==> config.mk <==
export PLATFORM = sky130hd
export DESIGN_NAME = msgarb
export DESIGN_NICKNAME = d
export VERILOG_FILES = /design/src/rtl/msgarb_pkg.sv /design/src/rtl/msgarb_elig.sv /design/src/rtl/msgarb_pick.sv /design/src/rtl/msgarb_hold.sv /design/src/rtl/msgarb.sv
export SDC_FILE = /design/constraint.sdc
export NUM_CORES = 1
export LEC_CHECK = 0
export BUFFER_PORTS_ARGS = -buffer_cell sky130_fd_sc_hd__buf_4
export CELL_PAD_IN_SITES_DETAIL_PLACEMENT = 0
export CELL_PAD_IN_SITES_GLOBAL_PLACEMENT = 1
export CORE_UTILIZATION = 30
export DETAILED_ROUTE_END_ITERATION = 8
export PLACE_DENSITY_LB_ADDON = 0.25
export SYNTH_ARGS = -nofsm -noshare
export SYNTH_HDL_FRONTEND = slang
export SYNTH_SLANG_ARGS = --single-unit
==> constraint.sdc <==
create_clock -name clk -period 3.5 [get_ports clk]
set_input_delay 0.7 -clock clk [delete_from_list [all_inputs] [get_ports clk]]
set_output_delay 0.7 -clock clk [all_outputs]
set_load 0.05 [all_outputs]
==> src/rtl/msgarb_pkg.sv <==
package msgarb_pkg;

   typedef enum logic [1:0] {
      ERR_ACTIVE  = 2'd0,
      ERR_PASSIVE = 2'd1,
      ERR_OFF     = 2'd2,
      ERR_OFF_ALT = 2'd3
   } err_state_e;

   // Both upper codes mean the node is off the bus.
   function automatic logic err_is_off(input logic [1:0] st);
      return st[1];
   endfunction

   function automatic logic err_is_passive(input logic [1:0] st);
      return st == ERR_PASSIVE;
   endfunction

endpackage

==> src/rtl/msgarb_elig.sv <==
module msgarb_elig
   import msgarb_pkg::*;
#(
   parameter int IDW = 3,
   localparam int KW = IDW + 2
) (
   input  logic           vld,
   input  logic [IDW-1:0] id,
   input  logic           rtr,
   input  logic [1:0]     err,
   output logic           elig,
   output logic [KW-1:0]  key
);
   localparam logic [IDW-1:0] IDLE_ID = '1;

   // Smaller key ranks higher: passive bit, then data bit, then identifier.
   always_comb begin
      elig = vld && (id != IDLE_ID) && !err_is_off(err);
      key  = {err_is_passive(err), !rtr, id};
   end
endmodule

==> src/rtl/msgarb_pick.sv <==
module msgarb_pick #(
   parameter int N    = 3,
   parameter int KW   = 5,
   parameter int IDXW = 2
) (
   input  logic [N-1:0]    elig,
   input  logic [N*KW-1:0] keys,
   output logic            any,
   output logic [IDXW-1:0] idx
);
   logic [KW-1:0]   best_key [N];
   logic [IDXW-1:0] best_idx [N];
   logic            best_any [N];

   genvar i;
   generate
      for (i = 0; i < N; i++) begin : g_stage
         if (i == 0) begin : g_first
            assign best_key[0] = keys[KW-1:0];
            assign best_idx[0] = '0;
            assign best_any[0] = elig[0];
         end else begin : g_next
            logic take;
            // Strict compare keeps the earlier (lower) index on a tie.
            assign take = elig[i] &&
                          (!best_any[i-1] || (keys[i*KW +: KW] < best_key[i-1]));
            assign best_key[i] = take ? keys[i*KW +: KW] : best_key[i-1];
            assign best_idx[i] = take ? IDXW'(i) : best_idx[i-1];
            assign best_any[i] = best_any[i-1] | elig[i];
         end
      end
   endgenerate

   assign any = best_any[N-1];
   assign idx = best_idx[N-1];
endmodule

==> src/rtl/msgarb_hold.sv <==
module msgarb_hold #(
   parameter int IDXW = 2
) (
   input  logic            clk,
   input  logic            rst,
   input  logic            win_open,
   input  logic            any,
   input  logic [IDXW-1:0] idx_in,
   output logic            grant_vld,
   output logic [IDXW-1:0] grant_idx,
   output logic            no_winner
);
   logic taken_q;

   always_ff @(posedge clk) begin
      if (rst || !win_open) begin
         taken_q   <= 1'b0;
         grant_vld <= 1'b0;
         no_winner <= 1'b0;
         grant_idx <= '0;
      end else if (!taken_q) begin
         taken_q   <= 1'b1;
         grant_vld <= any;
         no_winner <= !any;
         grant_idx <= any ? idx_in : '0;
      end
   end
endmodule

==> src/rtl/msgarb.sv <==
module msgarb #(
   parameter int N   = 3,
   parameter int IDW = 3,
   localparam int IDXW = (N > 1) ? $clog2(N) : 1,
   localparam int KW   = IDW + 2
) (
   input  logic            clk,
   input  logic            rst,
   input  logic            win_open,
   input  logic [N-1:0]    node_vld,
   input  logic [N*IDW-1:0] node_id,
   input  logic [N-1:0]    node_rtr,
   input  logic [N*2-1:0]  node_err,
   output logic            grant_vld,
   output logic [IDXW-1:0] grant_idx,
   output logic            no_winner
);
   generate
      if (N < 2) begin : g_bad_n
         $error("msgarb: N must be at least 2");
      end
      if (IDW < 1) begin : g_bad_idw
         $error("msgarb: IDW must be at least 1");
      end
   endgenerate

   logic [N-1:0]    elig;
   logic [N*KW-1:0] keys;
   logic            any;
   logic [IDXW-1:0] pick_idx;

   genvar n;
   generate
      for (n = 0; n < N; n++) begin : g_node
         msgarb_elig #(.IDW(IDW)) u_elig (
            .vld  (node_vld[n]),
            .id   (node_id[n*IDW +: IDW]),
            .rtr  (node_rtr[n]),
            .err  (node_err[n*2 +: 2]),
            .elig (elig[n]),
            .key  (keys[n*KW +: KW])
         );
      end
   endgenerate

   msgarb_pick #(.N(N), .KW(KW), .IDXW(IDXW)) u_pick (
      .elig (elig),
      .keys (keys),
      .any  (any),
      .idx  (pick_idx)
   );

   msgarb_hold #(.IDXW(IDXW)) u_hold (
      .clk       (clk),
      .rst       (rst),
      .win_open  (win_open),
      .any       (any),
      .idx_in    (pick_idx),
      .grant_vld (grant_vld),
      .grant_idx (grant_idx),
      .no_winner (no_winner)
   );
endmodule

# [Yosys cells after proc, flatten, opt, wreduce, memory -nomap -nowiden]
# Index checks and enable logic that the tools add are counted.
[word_totals] in_bits=24 out_inout_bits=4 register_bits=5
[classes] n_bitwise=2 n_eq_ne=6 magnitude_cmp=2 mux=5 reduce_logical=21
[ops] op="1-bit zero test" count=10
[ops] op="5-bit less-than comparator" count=2
[ops] op="3-bit inequality test (second input constant)" count=3
[ops] op="1-bit logical AND" count=8
[ops] op="2-bit by 1-bit equality test with 1-bit output (second input constant)" count=3
[ops] op="5-bit two-way mux" count=1
[ops] op="2-bit two-way mux" count=2
[ops] op="1-bit logical OR" count=3
[ops] op="1-bit two-way mux" count=2
[ops] op="1-bit OR" count=2

# [Logic depth before layout (Yosys ltp)]
# Gate-level depths: netlist (run 1).
[depth] ltp_word=12 ltp_mapped=15 mapped_depth_nobuf=15

# [Hierarchy]
# From an unflattened synthesis (run 1), not the netlist that was laid out.
[unflattened] hier_cells=88 hier_area_um2=674.4
[by_module_without_submodules] mod="msgarb_pick" area_each_um2=355.3 cells_each=49 seq_area_each_um2=0.0 n_inst=1
[by_module_without_submodules] mod="msgarb_hold" area_each_um2=180.2 cells_each=18 seq_area_each_um2=100.1 n_inst=1
[by_module_without_submodules] mod="msgarb_elig" area_each_um2=46.3 cells_each=7 seq_area_each_um2=0.0 n_inst=3

# [Least setup slack after synthesis (run 1)]
# OpenSTA, ideal clock, no wires.
[synth_timing] kind="input port to flip-flop" start="in node_err[1]" end="reg u_hold.grant_idx[0]" required_ps=3414 setup_ps=86 t_arrival_ps=3019 path_stages=13 path_slack_ps=395 path_buffers=0 path_cell_list="nand2b_1 -> ha_1 -> a21o_2 -> a21boi_4 -> nand2_2 -> mux2i_1 -> ha_1 -> a21oi_1 -> o21ai_1 -> nor3b_1 -> nand3_1 -> or3b_1 -> a221oi_2"
[synth_between] elab_chain_len=11 elab_cells_between_ends=17
[synth_rtl] element="start, declared" line_no="msgarb.sv:13" rtl="input logic [N*2-1:0] node_err,"
[synth_rtl] element="parallel branches: the longest is 10 deep, another holds 5-bit less-than comparator"
[synth_rtl] element="2-bit two-way mux *" line_no="msgarb_hold.sv:25" rtl="grant_idx <= any ? idx_in : '0;"
[synth_rtl] element="end signal, assigned" line_no="msgarb_hold.sv:25"
[synth_rtl] element="end, declared" line_no="msgarb_hold.sv:10" rtl="output logic [IDXW-1:0] grant_idx,"
# Mark *: on every way between the ends.
# A chain may end at the register's enable or synchronous reset.

# [Final worst setup path (run 1)]
# Same ends and word-level chain as after synthesis.

==> results.yml, run 1 <==
status:
  outcome: "completed"
setup_path:
  path_delay_family: "compound AO/OA/AOI/OAI gates"
  arrival_ns: 3.35
  library_cell_appearing_most_often_on_the_critical_path: "sky130_fd_sc_hd__ha_1"
  crit_fanout: 5
  critical_path_buf_inv_count: 1
  cp-start-kind: "primary input"
  crit_end_element: "flip-flop"
  cp_slowest_stage_delay_ns: 0.40
  worstSetupPathType: "in2reg"
  crit_path_cell_trace: "buf_4, nand2b_1, ha_1, a21o_2, a21boi_4, nand2_2, mux2i_1, ha_1, a21oi_1, o21ai_1, nor3b_1, nand3_1, or3b_1, a221oi_2"
  timing.critical_path.required_ns: 3.66
  timing.critical_path.slowest_stage_cell: "sky130_fd_sc_hd__or3b_1"
floorplanning:
  floorplan.rows: 15
  die_y_um: 45.52
  initial_core_util_pct: 32.54
  core_area_um2: 1745
  die_w_um: 45.52
  pin_count: 28
  floorplan.die_area_um2: 2072
timing:
  report.final.slew_viol_count: 0
  final-setup-viol-count: 0
  slew_headroom_pct: 75.04
  clock-skew-final_ns: 0.006840
  worst_slew_pin_slew_ns: 0.3744
  grt_setup_unrepaired: "no"
  hold_slack_final_ns: 0.4669
  finalCritPeriodShare_pct: 91.04
  period_needed_ns: 3.187
  report.final.hold_viol_count: 0
  setup_total_negative_slack_ns: 0
  max_clock_freq_ghz: 0.3138
  setup_slack_ns: 0.3135
global_routing:
  grt_antenna_before_repair: 0
  wire_length_of_the_first_global_routing_pass_um: 1973
  grt_start_max_net_pins: 9
  grt.overflow.total: 0
  grt_pass1_vias: 512
  track_usage_pct: 13.02
place:
  number_of_input_and_output_port_buffers_inserted: 27
  placedCellCount: 117
  placed_cell_area_um2: 802.0
  globalplace.congestion: 0.7000
  hpwl_detailed_um: 1072
  dpl_worst_slack_ns: 0.06210
yosys:
  net_count_after_synthesis: 97
  ys_seq_elements: 5
  synth_sequential_area_ratio_pct: 17.62
  synth_warnings: 0
  synthesis.area_per_instance_um2: 8.739
  netlist-cell-type-count: 30
  synth.cell_area_um2: 568.0
  synth_cells: 65
clock_tree:
  cts_tree: "done"
  clkSlewWorstSetupHoldPaths_ns: 0.05
  maximum_buffer_depth_of_the_clock_tree: 2
  htree_levels: 1
  hold_buffers: 0
  clock_latency_ns: 0.24
  root_buffer: "sky130_fd_sc_hd__clkbuf_4"
  clkSinkCount: 5
  post_cts.repair.setup_buffers: 0
  tritoncts.num_buffers: 3
  ctsResizeCount: 0
pwr:
  p_int_mw: 0.1453
  power_density_nw_per_um2: 259.6
  clkPwrFrac_pct: 31.3
  switching_power_mw: 0.06973
  p_leak_nw: 0.4039
  power.sequential.fraction_pct: 28.7
  swShare_pct: 32.43
  peakVddDrop_uv: 156.2
  power.combinational.fraction_pct: 40.0
final_layout:
  antenna_cells_inserted: 0
  areaGrowthSynthToFinish_pct: 45.81
  layout-drive-gt1-share_pct: 38.54
  nets: 129
  final_cell_area_um2: 828.3
  layoutNonFillerInstCount: 121
hold_path:
  class_of_the_worst_hold_path: "reg2reg"
detailed_routing:
  wire_per_inst_um: 10.34
  postRouteWirelength_um: 1251
  drt-pass1-iter-count: 2
  routed_via_density: 4.694
  drt-initial-drc-count: 6
  drt_drc_violations_left: 0
  number_of_nets_with_antenna_violations_after_detailed_routing: 0
  detailroute.via_count: 568
flow_run:
  drv_cap: 0
placed cells by master, fill, tap and decap left out, types with 2 or more instances in the layout:
master                      n
sky130_fd_sc_hd__nand2_1    5
sky130_fd_sc_hd__dfxtp_1    5
sky130_fd_sc_hd__mux2i_1    2
sky130_fd_sc_hd__buf_4     27
sky130_fd_sc_hd__clkbuf_4   3
sky130_fd_sc_hd__nor2b_1    3
sky130_fd_sc_hd__nand2b_1   3
sky130_fd_sc_hd__nand3_1    2
sky130_fd_sc_hd__inv_1      7
sky130_fd_sc_hd__ha_1       8
sky130_fd_sc_hd__o21ai_1    3
sky130_fd_sc_hd__a21oi_1    6
sky130_fd_sc_hd__nand3b_1   2
path summary, 6_finish.rpt:
kind,startpoint,endpoint,cells past startpoint,slack [ns]
max,node_err[1],u_hold.grant_idx[0],14,0.31
min,u_hold.no_winner,u_hold.no_winner,2,0.47
max reg2reg,u_hold.taken_q,u_hold.grant_idx[0],2,2.40
min reg2reg,u_hold.no_winner,u_hold.no_winner,2,0.47
worst register-to-register path: stages, from the launching register on:
cell	delay (ns)
sky130_fd_sc_hd__dfxtp_1	0.36
sky130_fd_sc_hd__or3_1	0.41
sky130_fd_sc_hd__a221oi_2	0.25
kinds of logic (layout without fill, tap and decap cells):
group / count (synthesis) / in the layout / synth area share [%]
AND/OR/NAND/NOR: 23 / 23 / 25.77
AO/OA/AOI/OAI: 19 / 19 / 30.18
adder cells (fa/ha/maj): 8 / 8 / 17.62
buffers and inverters: 8 / 39 / 5.287
flip-flops: 5 / 5 / 17.62
multiplexers: 2 / 2 / 3.524
synth_stat cells:
cell	count	area share [%]
sky130_fd_sc_hd__ha_1	8	18
sky130_fd_sc_hd__inv_1	7	4.6
sky130_fd_sc_hd__a21oi_1	6	5.3
sky130_fd_sc_hd__dfxtp_1	5	18
sky130_fd_sc_hd__nand2_1	5	3.3
sky130_fd_sc_hd__nand2b_1	3	3.3
sky130_fd_sc_hd__nor2b_1	3	3.3
sky130_fd_sc_hd__o21ai_1	3	2.6
sky130_fd_sc_hd__mux2i_1	2	3.5
sky130_fd_sc_hd__nand3_1	2	1.8
sky130_fd_sc_hd__nand3b_1	2	2.6
sky130_fd_sc_hd__a2111oi_1	1	1.8
sky130_fd_sc_hd__a21boi_4	1	3.3
sky130_fd_sc_hd__a21o_1	1	1.3
sky130_fd_sc_hd__a21o_2	1	1.5
sky130_fd_sc_hd__a221oi_2	1	2.6
sky130_fd_sc_hd__a311oi_2	1	2.6
sky130_fd_sc_hd__a311oi_4	1	4.6
sky130_fd_sc_hd__a31oi_1	1	1.1
sky130_fd_sc_hd__a32o_1	1	1.8
sky130_fd_sc_hd__a41oi_1	1	1.5
sky130_fd_sc_hd__and3_1	1	1.1
sky130_fd_sc_hd__clkinv_1	1	0.66
sky130_fd_sc_hd__nand2_2	1	1.1
sky130_fd_sc_hd__nand4_4	1	3.7
sky130_fd_sc_hd__nor2_1	1	0.66
sky130_fd_sc_hd__nor3_1	1	0.88
sky130_fd_sc_hd__nor3b_1	1	1.3
sky130_fd_sc_hd__or3_1	1	1.1
sky130_fd_sc_hd__or3b_1	1	1.5
sequential cells by signal (all words and copies together), names as in the netlist:
register,flops
u_hold.grant_idx,2
u_hold.grant_vld,1
u_hold.no_winner,1
u_hold.taken_q,1
per-layer routing:
| layer | track usage (%) | part of all wire [%] | up-vias |
|---|---|---|---|
| met5 | 0 | 0 | - |
| met4 | 7.273 | 0 | 0 |
| met3 | 1.190 | 2.7 | 0 |
| met2 | 23.14 | 53 | 11 |
| met1 | 15.04 | 44 | 250 |
| li1 | - | - | 307 |
per-stage QoR:
step                power (mW)  utilization [%]
floorplan               0.1135                -
CTS                     0.2194            47.46
global route            0.2306            47.46
detailed placement      0.1487            45.95
global placement        0.1486            45.95
finish                  0.2150            47.46
area by class of cell:
cell class              count  area [um^2]
multi-input cells          52        437.9
repair buffers             27        202.7
well taps                  25        31.28
flip-flops and latches      5        100.1
inverters                   8        30.03
fillers                   177        917.1
clock buffers               4        26.28
power by group through the flow:
stage | Clock [mW] | Combinational [mW] | Sequential [mW]
floorplan | 0 | 0.0447 | 0.0688
global placement | 0 | 0.0860 | 0.0626
detailed placement | 0 | 0.0860 | 0.0627
CTS | 0.0712 | 0.0865 | 0.0617
global route | 0.0736 | 0.0949 | 0.0620
finish | 0.0674 | 0.0860 | 0.0617
(Power assumes the default switching activity.)
==> run 2: changes to the inputs <==
CORE_UTILIZATION = 28   (was 30)
clock period = 2.6 ns   (was 3.5 ns; I/O delays follow)
==> run 2 against run 1 <==
The run now ends with setup timing left. Worst hold slack better by 0.0064 ns. Clock skew barely moved. Sequential share of layout area down 3.9 points. Non-clock buffer count up 28. Final cell count is 23% higher. Die area is 6.8% higher. Design area is 47% higher.
==> results.yml, run 2 (same netlist as run 1, synthesis figures left out) <==
detailed_routing:
  routed_via_density: 4.792
  drt-initial-drc-count: 11
  drt_drc_violations_left: 0
  drt-pass1-iter-count: 4
  wire_per_inst_um: 12.35
  detailroute.via_count: 714
  postRouteWirelength_um: 1840
  number_of_nets_with_antenna_violations_after_detailed_routing: 0
setup_path:
  worstSetupPathType: "in2reg"
  timing.critical_path.slowest_stage_cell: "sky130_fd_sc_hd__or3b_4"
  register_to_register_setup_slack_ns: 1.46
  timing.critical_path.required_ns: 2.75
  crit_path_cell_trace: "buf_6, nand2b_4, ha_4, a21o_4, a21boi_4, nand2_4, mux2i_1, ha_1, a21oi_2, o21ai_2, nor3b_2, nand3_1, or3b_4, a221oi_2"
  crit_end_element: "flip-flop"
  path_delay_family: "compound AO/OA/AOI/OAI gates"
  crit_fanout: 5
  cp-start-kind: "primary input"
  cp_slowest_stage_delay_ns: 0.39
  arrival_ns: 2.96
  critical_path_buf_inv_count: 1
final_layout:
  largest_register: "u_hold.grant_idx"
  areaGrowthSynthToFinish_pct: 114.5
  final_common_cell: "sky130_fd_sc_hd__buf_4"
  nets: 157
  largest_register_ffs: 2
  layout-drive-gt1-share_pct: 69.35
  mostFrequentLayoutCells: "sky130_fd_sc_hd__buf_4, sky130_fd_sc_hd__buf_6, sky130_fd_sc_hd__inv_1, sky130_fd_sc_hd__dfxtp_1"
  antenna_cells_inserted: 0
  layoutNonFillerInstCount: 149
  post-route-util_pct: 66.94
  final_cell_area_um2: 1219
timing:
  period_needed_ns: 2.804
  max_clock_freq_ghz: 0.3567
  finalCritPeriodShare_pct: 107.8
  hold_slack_final_ns: 0.4733
  setup_slack_ns: -0.2039
  report.final.hold_viol_count: 0
  clock-skew-final_ns: 0.006407
  worst_slew_pin_slew_ns: 0.3944
  final-setup-viol-count: 2
  report.final.slew_viol_count: 0
  setup_total_negative_slack_ns: -0.3876
  slew_headroom_pct: 73.71
  grt_setup_unrepaired: "yes"
flow_run:
  drv_cap: 0
pwr:
  peakVddDrop_uv: 312.1
  power_density_nw_per_um2: 304.6
  total_power_mw: 0.3712
  p_leak_nw: 0.5685
floorplanning:
  floorplan.die_area_um2: 2213
  pin_count: 28
  core_area_um2: 1821
  initial_core_util_pct: 31.20
  die_y_um: 47.04
  die_w_um: 47.04
  floorplan.rows: 15
clock_tree:
  cts_tree: "done"
  clkSinkCount: 5
  hold_buffers: 0
  htree_levels: 1
  clkSlewWorstSetupHoldPaths_ns: 0.04
  maximum_buffer_depth_of_the_clock_tree: 2
  root_buffer: "sky130_fd_sc_hd__clkbuf_4"
  clock_latency_ns: 0.24
  tritoncts.num_buffers: 3
global_routing:
  grt_antenna_before_repair: 0
  wire_length_of_the_first_global_routing_pass_um: 2766
  grt.overflow.total: 0
  grt_start_max_net_pins: 9
  track_usage_pct: 17.70
  grt_pass1_vias: 667
place:
  hpwl_detailed_um: 1257
  globalplace.congestion: 0.7877
  dpl_worst_slack_ns: -0.4613
  placed_cell_area_um2: 979.7
  placedCellCount: 135
  number_of_input_and_output_port_buffers_inserted: 27
hold_path:
  class_of_the_worst_hold_path: "reg2reg"
status:
  violated_checks: "setup timing"
  outcome: "finished, violations left"
==> run 2: changes by cell type in the layout (fill, tap and decap cells not counted), moves of 2 or more <==
cell / change
sky130_fd_sc_hd__o21ai_2: +3
sky130_fd_sc_hd__a21oi_1: -4
sky130_fd_sc_hd__ha_1: -4
sky130_fd_sc_hd__o21ai_1: -3
sky130_fd_sc_hd__ha_4: +3
sky130_fd_sc_hd__buf_6: +6
sky130_fd_sc_hd__inv_1: -2
sky130_fd_sc_hd__buf_4: +21
sky130_fd_sc_hd__inv_2: +2
sky130_fd_sc_hd__a21oi_2: +3
==> run 2: worst register-to-register path: stages (launching register included) <==
cell                       delay (ns)
sky130_fd_sc_hd__dfxtp_1         0.37
sky130_fd_sc_hd__or3_1           0.41
sky130_fd_sc_hd__a221oi_2        0.26
==> run 2: what timing repair did <==
action,in CTS,in global routing
pin swaps,9,18
cloned,0,0
buffers inserted,8,3
endpoints found under the hold margin,0,0
gates resized for setup,16,11
endpoints found under the setup margin,2,2
==> run 2: path summary, 6_finish.rpt <==
kind | depth (start not counted) | startpoint | to
hold reg to reg | 2 | u_hold.no_winner | u_hold.no_winner
hold / removal | 2 | u_hold.no_winner | u_hold.no_winner
setup reg to reg | 2 | u_hold.taken_q | u_hold.grant_idx[0]
setup / recovery | 14 | node_err[1] | u_hold.grant_idx[0]
==> run 2: metal layers <==
layer  share of wire, %  GRT usage, %  routed length, um  up-vias
met5                  0             0                  0        -
met4                  0         1.714                  0        0
met3                5.1         5.769                 94        0
met2                 52         31.39                964       21
met1                 42         21.56                781      332
li1                   -             -                  -      361
==> run 2: layout make-up <==
class                           instances  area (um^2)
Tap cell                               25        31.28
Multi-Input combinational cell         52        583.1
Clock buffer                            4        26.28
Timing Repair Buffer                   55        447.9
Fill cell                             151        601.8
Inverter                                8        30.03
Sequential cell                         5        100.1
==> run 2: power breakdown <==
part / leakage [nW] / switching, mW / internal [mW]
logic: 0.513 / 0.0869 / 0.112
registers: 0.0409 / 0.00281 / 0.0803
clock network: 0.0150 / 0.0308 / 0.0580
total: 0.568 / 0.121 / 0.251
==> run 3: changes to the inputs <==
CTS_BUF_LIST = sky130_fd_sc_hd__clkbuf_8 sky130_fd_sc_hd__clkbuf_16   (was unset)
==> run 3 against run 2 <==
Non-clock buffer count down 1. Routed wire length grew 4.9%. First-iteration DRC count fell by 73%. The flow still finishes with violations (setup timing). Critical endpoint unchanged. Design area fell by 0.62%. Power rose by 14%. Final cell count shrank 0.67%. Register-to-register slack better by 0.02 ns. Largest power group unchanged.
==> results.yml, run 3 (same netlist as run 1, synthesis figures left out) <==
status:
  outcome: "finished, violations left"
  violated_checks: "setup timing"
final_layout:
  layout-drive-gt1-share_pct: 65.04
  antenna_cells_inserted: 0
  largest_register: "u_hold.grant_idx"
  post-route-util_pct: 66.53
  multiInputGateArea_um2: 571.8
  area.sequential_um2: 100.1
  areaGrowthSynthToFinish_pct: 113.2
  nets: 156
  largest_register_ffs: 2
  final_common_cell: "sky130_fd_sc_hd__buf_4"
  final_cell_area_um2: 1211
  mostFrequentLayoutCells: "sky130_fd_sc_hd__buf_4, sky130_fd_sc_hd__inv_1, sky130_fd_sc_hd__ha_1"
  fillers: 150
place:
  globalplace.congestion: 0.7877
  hpwl_detailed_um: 1257
  placed_cell_area_um2: 979.7
  number_of_input_and_output_port_buffers_inserted: 27
pwr:
  total_power_mw: 0.4249
  p_leak_nw: 0.5815
  power_density_nw_per_um2: 350.9
  peakVddDrop_uv: 460.7
hold_path:
  class_of_the_worst_hold_path: "reg2reg"
  hold_path.startpoint: "u_hold.no_winner"
setup_path:
  worstSetupPathType: "in2reg"
  library_cell_appearing_most_often_on_the_critical_path: "sky130_fd_sc_hd__buf_4"
  cp-start-kind: "primary input"
  path_delay_family: "simple AND/OR/NAND/NOR gates"
  crit-reg2reg-launch: "u_hold.taken_q"
  crit_path_cell_trace: "buf_6, nand2b_4, ha_4, buf_4, buf_4, nand4_4, nand2_4, mux2i_1, ha_1, a21oi_2, o21ai_4, nor3b_2, nand3_1, or3b_4, a221oi_2"
  timing.critical_path.slowest_stage_cell: "sky130_fd_sc_hd__or3b_4"
  register_to_register_setup_slack_ns: 1.48
  arrival_ns: 2.91
  critical_path_buf_inv_count: 3
  crit_path_start: "node_err[1]"
  timing.critical_path.required_ns: 2.74
  crit_end_element: "flip-flop"
  crit_fanout: 5
  cp_slowest_stage_delay_ns: 0.39
detailed_routing:
  drt-initial-drc-count: 3
  drt_drc_violations_left: 0
  number_of_nets_with_antenna_violations_after_detailed_routing: 0
  postRouteWirelength_um: 1930
  drt-pass1-iter-count: 4
  routed_via_density: 4.892
  detailroute.via_count: 724
  wire_per_inst_um: 13.04
timing:
  clock-skew-final_ns: 0.003212
  period_needed_ns: 2.778
  report.final.hold_viol_count: 0
  worst_slew_pin_slew_ns: 0.3970
  hold_slack_final_ns: 0.4773
  max_clock_freq_ghz: 0.3600
  setup_slack_ns: -0.1776
  final-setup-viol-count: 2
  grt_setup_unrepaired: "yes"
  finalCritPeriodShare_pct: 106.8
  slew_headroom_pct: 73.53
  report.final.slew_viol_count: 0
clock_tree:
  htree_levels: 1
  maximum_buffer_depth_of_the_clock_tree: 2
  clkSinkCount: 5
  cts_tree: "done"
  hold_buffers: 0
  clock_latency_ns: 0.22
  root_buffer: "sky130_fd_sc_hd__clkbuf_8"
  tritoncts.num_buffers: 3
  clkSlewWorstSetupHoldPaths_ns: 0.04
floorplanning:
  floorplan.die_area_um2: 2213
  core_area_um2: 1821
  die_y_um: 47.04
  floorplan.rows: 15
  initial_core_util_pct: 31.20
  die_w_um: 47.04
  pin_count: 28
global_routing:
  grt.overflow.total: 0
  track_usage_pct: 18.17
  grt_start_max_net_pins: 9
  grt_pass1_vias: 664
  grt_antenna_before_repair: 0
  wire_length_of_the_first_global_routing_pass_um: 2787
flow_run:
  drv_cap: 0
## run 3: power by group
| part | total, mW | switching (mW) | leakage (nW) | internal (mW) |
|---|---|---|---|---|
| Sequential | 0.0832 | 0.00267 | 0.0409 | 0.0805 |
| Clock | 0.141 | 0.0399 | 0.0269 | 0.101 |
| Combinational | 0.201 | 0.0893 | 0.514 | 0.111 |
| Total | 0.425 | 0.132 | 0.581 | 0.293 |
## run 3: metrics by stage
| stage | setup TNS [ns] | setup WS (ns) | std cells |
|---|---|---|---|
| after floorplan | -0.3497 | -0.1810 | 65 |
| after global placement | -0.8709 | -0.4483 | 135 |
| after detailed placement | -0.9009 | -0.4613 | 135 |
| after CTS | -0.3433 | -0.1736 | 147 |
| after global routing | -0.6238 | -0.3131 | 148 |
| final | -0.3527 | -0.1776 | 148 |
## run 3: final timing paths
path                                       endpoint  cells after the start
worst max-delay path            u_hold.grant_idx[0]                     15
worst min-delay path               u_hold.no_winner                      2
worst max register to register  u_hold.grant_idx[0]                      2
worst min register to register     u_hold.no_winner                      2
## run 3: tightest hold or removal path, cell delays in order, from the launching register on
cell and delay (ns):
sky130_fd_sc_hd__dfxtp_1 0.30, sky130_fd_sc_hd__nand2_1 0.07, sky130_fd_sc_hd__a21oi_1 0.06
## run 3: timing repair
action	4_1_cts	5_1_grt
gates resized for setup	16	5
pin swaps	9	6
setup buffers	8	1
setup endpoints to repair	2	2
endpoints found under the hold margin	0	0
## run 3: per-layer routing
metal  global-route usage, %  part of all wire (%)  vias up
met1                   21.10                    39      340
met3                   5.000                   3.7        4
met2                   32.50                    56       20
li1                        -                     -      360
met4                   5.143                   2.0        0
met5                       0                     0        -
## run 3: layout make-up
class                   instances  area share, %
clock inverters                 1         0.3099
repair buffers                 54          35.74
inverters                       8          2.479
multi-input cells              52          47.21
clock buffers                   3          3.409
well taps                      25          2.583
flip-flops and latches          5          8.264
